<file path="src/rtl/rtc_irq_pkg.sv">
package rtc_irq_pkg;
  typedef struct packed {
    logic setEvt;
    logic clrFlag;
    logic releasePin;
    logic forceIdle;
  } irqStrobe_t;
endpackage

</file>
<file path="src/rtl/rtc_irq_ctl.sv">
module rtc_irq_ctl
  import rtc_irq_pkg::*;
#(
  parameter int NUM_SRC    = 4,
  parameter int HOLD_TICKS = 1,
  localparam int SEL_W = (NUM_SRC > 1) ? $clog2(NUM_SRC) : 1,
  localparam int CNT_W = $clog2(HOLD_TICKS + 1)
) (
  input  logic               clk,
  input  logic               rstN,
  input  logic [NUM_SRC-1:0] evtStrobe,
  input  logic [SEL_W-1:0]   periodSel,
  input  logic               tick128,
  input  logic               intMode,
  input  logic               maskEn,
  input  logic               flagRdClr,
  input  logic               pinActive,
  output irqStrobe_t         strobes
);
  localparam logic [CNT_W-1:0] LAST_TICK = CNT_W'(HOLD_TICKS - 1);

  logic             selEvt;
  logic             windowDone;
  logic [CNT_W-1:0] tickCnt;

  // Source pick: one-hot match of the select against every source index
  always_comb begin
    selEvt = 1'b0;
    for (int i = 0; i < NUM_SRC; i++) begin
      if (periodSel == SEL_W'(i)) selEvt = evtStrobe[i];
    end
  end

  // Pulse window: counts timebase strobes after the event cycle
  assign windowDone = !intMode && pinActive && tick128 && (tickCnt == LAST_TICK);

  always_ff @(posedge clk) begin
    if (!rstN) begin
      tickCnt <= '0;
    end else if (maskEn || strobes.setEvt || !pinActive || windowDone) begin
      tickCnt <= '0;
    end else if (!intMode && tick128) begin
      tickCnt <= tickCnt + 1'b1;
    end
  end

  always_comb begin
    strobes.forceIdle  = maskEn;
    strobes.setEvt     = !maskEn && selEvt && !pinActive;
    strobes.clrFlag    = pinActive && (flagRdClr || windowDone);
    strobes.releasePin = pinActive && (intMode ? flagRdClr : windowDone);
  end
endmodule

</file>
<file path="src/rtl/rtc_irq_dp.sv">
module rtc_irq_dp
  import rtc_irq_pkg::*;
(
  input  logic       clk,
  input  logic       rstN,
  input  irqStrobe_t strobes,
  output logic       irqFlag,
  output logic       pinPullLow,
  output logic       pinActive
);
  logic flagQ;
  logic pinQ;

  always_ff @(posedge clk) begin
    if (!rstN) begin
      flagQ <= 1'b0;
      pinQ  <= 1'b0;
    end else if (strobes.forceIdle) begin
      flagQ <= 1'b0;
      pinQ  <= 1'b0;
    end else if (strobes.setEvt) begin
      flagQ <= 1'b1;
      pinQ  <= 1'b1;
    end else begin
      if (strobes.clrFlag)    flagQ <= 1'b0;
      if (strobes.releasePin) pinQ  <= 1'b0;
    end
  end

  assign irqFlag    = flagQ;
  assign pinPullLow = pinQ;
  assign pinActive  = pinQ;
endmodule

</file>
<file path="src/rtl/rtc_periodic_irq.sv">
module rtc_periodic_irq
  import rtc_irq_pkg::*;
#(
  parameter int NUM_SRC    = 4,
  parameter int HOLD_TICKS = 1,
  localparam int SEL_W = (NUM_SRC > 1) ? $clog2(NUM_SRC) : 1
) (
  input  logic               clk,
  input  logic               rstN,
  input  logic [NUM_SRC-1:0] evtStrobe,
  input  logic [SEL_W-1:0]   periodSel,
  input  logic               tick128,
  input  logic               intMode,
  input  logic               maskEn,
  input  logic               flagRdClr,
  output logic               irqFlag,
  output logic               pinPullLow
);
  irqStrobe_t strobes;
  logic       pinActive;

  rtc_irq_ctl #(
    .NUM_SRC   (NUM_SRC),
    .HOLD_TICKS(HOLD_TICKS)
  ) u_ctl (
    .clk      (clk),
    .rstN     (rstN),
    .evtStrobe(evtStrobe),
    .periodSel(periodSel),
    .tick128  (tick128),
    .intMode  (intMode),
    .maskEn   (maskEn),
    .flagRdClr(flagRdClr),
    .pinActive(pinActive),
    .strobes  (strobes)
  );

  rtc_irq_dp u_dp (
    .clk       (clk),
    .rstN      (rstN),
    .strobes   (strobes),
    .irqFlag   (irqFlag),
    .pinPullLow(pinPullLow),
    .pinActive (pinActive)
  );
endmodule

</file>
<file path="config.mk">
export PLATFORM = sky130hd
export DESIGN_NAME = rtc_periodic_irq
export DESIGN_NICKNAME = d
export VERILOG_FILES = /design/src/rtl/rtc_irq_pkg.sv /design/src/rtl/rtc_irq_ctl.sv /design/src/rtl/rtc_irq_dp.sv /design/src/rtl/rtc_periodic_irq.sv
export SDC_FILE = /design/constraint.sdc
export NUM_CORES = 1
export LEC_CHECK = 0
export BUFFER_PORTS_ARGS = -buffer_cell sky130_fd_sc_hd__buf_2
export CORE_AREA = 5 5 42 44
export CTS_CLUSTER_DIAMETER = 50
export DETAILED_ROUTE_END_ITERATION = 8
export DIE_AREA = 0 0 47 49
export SLEW_MARGIN = 20
export SYNTH_ARGS = -nofsm -noshare
export SYNTH_HDL_FRONTEND = slang
export SYNTH_SLANG_ARGS = --single-unit
</file>
<file path="constraint.sdc">
create_clock -name clk -period 1.95 [get_ports clk]
set_input_delay 0.195 -clock clk [delete_from_list [all_inputs] [get_ports clk]]
set_output_delay 0.195 -clock clk [all_outputs]
set_load 0.01 [all_outputs]
</file>
After elaboration in Yosys (flattened, before gate mapping)
Index checks and enable logic that the tools add are counted.
- add/subtract/negate cells: 1
- equality and inequality tests: 3
- bitwise logic cells: 2
- reduce and logical (&&, ||, !) cells: 20
- muxes and demuxes: 9
- operators by type and width (operator ; number):
    1-bit 2-to-1 mux ; 9
    1-bit logical AND ; 8
    2-bit == test (second input constant) ; 2
    1-bit logical OR ; 4
    2-bit nonzero test ; 2
    2-bit OR reduction ; 2
    1-bit logical NOT ; 3
    2-bit by 1-bit == test with 1-bit output (second input constant) ; 1
    2-bit logical NOT ; 1
    1-bit NOT ; 2
    1-bit adder (second input constant) ; 1
- output and inout bits: 2
- input bits: 12
- word-level logic and storage cells: 38
- bits in registers: 3

Logic depth before layout (Yosys ltp)
- word-level depth: 11
- mapped depth: 3
- gate-level depth less buffers: 3

Hierarchy
A second synthesis with hierarchy kept.
- cell total of the unflattened synthesis: 21
- area total of the unflattened synthesis: 183.9 µm²
- modules (own cells, without submodules) (module ; cells an instance ; sequential area each (µm²) ; instances ; area an instance (µm²)):
    rtc_irq_ctl ; 12 ; 20.0 ; 1 ; 103.8
    rtc_irq_dp ; 9 ; 40.0 ; 1 ; 80.1

Least setup slack after synthesis
No wires, ideal clock.
- path kind: input-to-reg
- start: input periodSel[1]
- end: register u_dp.flagQ (netlist: u_dp.irqFlag)
- data required time: 1.834 ns
- path slack: 0.843 ns
- buffers on the path: 0
- arrival time: 0.992 ns
- library setup time: 0.116 ns
- stages: 3
- cell sequence: mux4_2 -> and3b_1 -> a31o_1
- cells in the longest elaborated chain, start to end: 8
- elaborated cells between the ends (all ways): 12
- classes of those cells: eq/ne (3); mux (5); reduce/logical (4)
- ends and longest elaborated chain (what ; RTL line ; source):
    from (decl) ; rtc_periodic_irq.sv:11 ; input logic [SEL_W-1:0] periodSel,
    2-bit logical NOT ; rtc_irq_ctl.sv:30 ; if (periodSel == SEL_W'(i)) selEvt = evtStrobe[i];
    1-bit 2-to-1 mux (3 in a row) ; rtc_irq_ctl.sv:30 ;
    1-bit 2-to-1 mux * ; rtc_irq_ctl.sv:30 ;
    1-bit logical AND * (2 in a row) ; rtc_irq_ctl.sv:49 ; strobes.setEvt = !maskEn && selEvt && !pinActive;
    1-bit 2-to-1 mux / 2-bit nonzero test (equally long branches) ; -- ;
    to (signal assigned) ; rtc_irq_dp.sv:19 ; flagQ <= 1'b0;
    to (signal assigned) ; rtc_irq_dp.sv:22 ; flagQ <= 1'b1;
    to (signal assigned) ; rtc_irq_dp.sv:25 ; if (strobes.clrFlag) flagQ <= 1'b0;
    to (decl) ; rtc_irq_dp.sv:11 ; logic flagQ;
Every way passes the cells marked *; elsewhere a longest branch is shown, timed or not.
A chain may end at the register's enable or synchronous reset.

Worst setup path after layout
Same ends and word-level chain as after synthesis.

==> metrics.md <==
| Metric | Value |
|---|---|
| Instance area after placement | ~240 sq um |
| Initial DRC count | 1 |
| Power per cell area | 772 nW/um^2 |
| Die area | 2300 sq um |
| Setup WS pre-CTS | 698 ps |
| Die W | between 40 and 50 um |
| Synth cell types | 12 |
| Post-cts resize count | 0 |
| Placed cells | 43 |
| FF-to-FF path depth | 3 |
| Post-route setup TNS | 0 ps |
| Max Clock Skew | 0.464 ps |
| Via count | 174 |
| Largest vdd supply drop | between 100 and 150 uV |
| Core Region | approximately 1400 sq um |
| Hold Crit Class | in -> reg |
| Drt drc | 0 |
| Hold Startpoint | flagRdClr |
| Avg Vias per Cell | approximately 3.7 |
| Initial cell density of the core | a little over a tenth |
| Port Buffers | 13 |
| Status | complete, no violations |
| Syn_nets | 26 |
| CTS Hold Bufs | 0 |
| Largest net degree at the start of global routing | 6 |
| Final hold slack | 273 ps |
| Clock root buffer master | clkbuf_4 |
| Ports | 14 |
| Clk sinks | 3 |
| First-pass GRT wire length | 738 um |
| Worst Setup Start Kind | input pin |
| Setup repair bufs after CTS | 0 |
| Req. time, crit path | 2070 ps |
| DPL Wire Length | 373 um |
| Max_slew headroom | 84.5% |
| H-tree lvl count | 1 |
| CTS tree | done |
| Final ANT Viol Nets | 0 |
| Crit Path Max Fanout | 2 |
| Tightest Pin Transition | 233 ps |
| Syn Inst Count | 14 |
| Sequential area share after synthesis | between 30% and 40% |
| Mapped Area | 153 sq um |
| Nets@finish | 44 |
| Reg2reg start | u_ctl.tickCnt |
| Die Height | approximately 49 um |
| Leak Pwr | 0.130 nW |
| Cell Rows | 14 |
| CP Launch Point | periodSel[1] |
| Drt first pass iters | 3 |
| Seq cells post-synth | 3 |
| FMAX | 0.993 GHz |
| Grt total ovfl | 0 |
| Layout area overhead | 73.0% |
| Share of cells above drive strength 1 | 58.1% |
| Critical path capture point type | register |
| Max Cap Violations | 0 |
| Gp weighted congestion | approximately 0.6 |
| RSZ-0062 raised after global routing | false |
| Tot Pwr | 0.204 mW |
| Final period util | 51.7% |
| Drt wl/cell | 9.30 um |
| YS warnings | 0 |
| Initial antenna violation count | 0 |
| Total CTS buffers | 3 |
| Layout Cells excl Fill | 47 |
| WHS Path Cells | 4 |
| Mean Syn Cell Area | 10.9 sq um |
| Final core occ | 18.8% |
| Final hold violations | 0 |
| Worst-Skew Late Latency | 230 ps |
| Antenna cell count | 0 |
| Crit path DAT | 1130 ps |
| Final setup fails | 0 |
| Vias in the first global route | 178 |
| Gr usage total | 5.29% |
| Clock buffer depth | 2 |
| Worst setup margin | 942 ps |
| Detailed Route WL | roughly 440 um |
| Crit path time final | 1010 ps |
| Final instance area | 264 sq um |
| Final Max Slew Viols | 0 |
| Worst-path clk slew | about 40 ps |
| WS Path Type | in -> reg |
==> power breakdown <==
part	internal [mW]	switching, mW
combinational	0.0175	0.0105
sequential	0.0647	0.00221
clock	0.0767	0.0321
==> routing by layer <==
| layer | vias to the layer above | track usage (%) | routed length [um] |
|---|---|---|---|
| met5 | - | 0 | 0 |
| met4 | 0 | 6.91 | 0 |
| met3 | 0 | 4.43 | 87 |
| met2 | 11 | 5.66 | 197 |
| met1 | 73 | 5.07 | 153 |
| li1 | 90 | - | - |
==> critical path: stages <==
cell     delay (ps)
buf_2            90
mux4_2          490
and3b_1         190
a31o_1          170
==> worst paths after layout <==
check / slack [ps] / end
worst max-delay path: 940 / u_dp.irqFlag
worst min-delay path: 270 / u_dp.pinActive
worst max register to register: 960 / u_dp.irqFlag
worst min register to register: 450 / u_ctl.tickCnt
==> cell type report <==
type,instances,area (sq um)
Tap cell,16,20.0
Clock buffer,4,26.3
Sequential cell,3,60.1
Timing Repair Buffer,13,65.1
Multi-Input combinational cell,10,88.8
Fill cell,171,1140
Inverter,1,3.75
==> registers in the layout (all words and copies together), names as in the netlist <==
| signal | flops |
|---|---|
| u_dp.pinActive | 1 |
| u_dp.irqFlag | 1 |
| u_ctl.tickCnt | 1 |
==> cell families (layout without fill, tap and decap cells) <==
| logic type | Yosys count | in the layout | share of synthesized area (%) |
|---|---|---|---|
| compound gates | 4 | 4 | 21.3 |
| simple gates | 5 | 5 | 22.1 |
| buf+inv | 1 | 18 | 2.46 |
| mux | 1 | 1 | 14.8 |
| flops | 3 | 3 | 39.3 |
==> synthesized netlist by cell type, drive strengths merged <==
| master | number | area share, % |
|---|---|---|
| nor3b | 1 | 4.9 |
| inv | 1 | 2.5 |
| o21ai | 1 | 3.3 |
| nand3 | 1 | 3.3 |
| and3b | 1 | 5.7 |
| and2b | 1 | 5.7 |
| o2111a | 1 | 7.4 |
| a31o | 1 | 5.7 |
| nand2 | 1 | 2.5 |
| o21bai | 1 | 4.9 |
| mux4 | 1 | 15 |
| dfxtp | 3 | 39 |
==> layout by cell type, fill, tap and decap left out, drive strengths merged <==
cell type   n
inv         1
nor3b       1
o21ai       1
clkbuf      4
and2b       1
o21bai      1
nand3       1
dfxtp       3
buf        13
a31o        1
o2111a      1
and3b       1
mux4        1
nand2       1
Power figures use the tool's default switching activity.
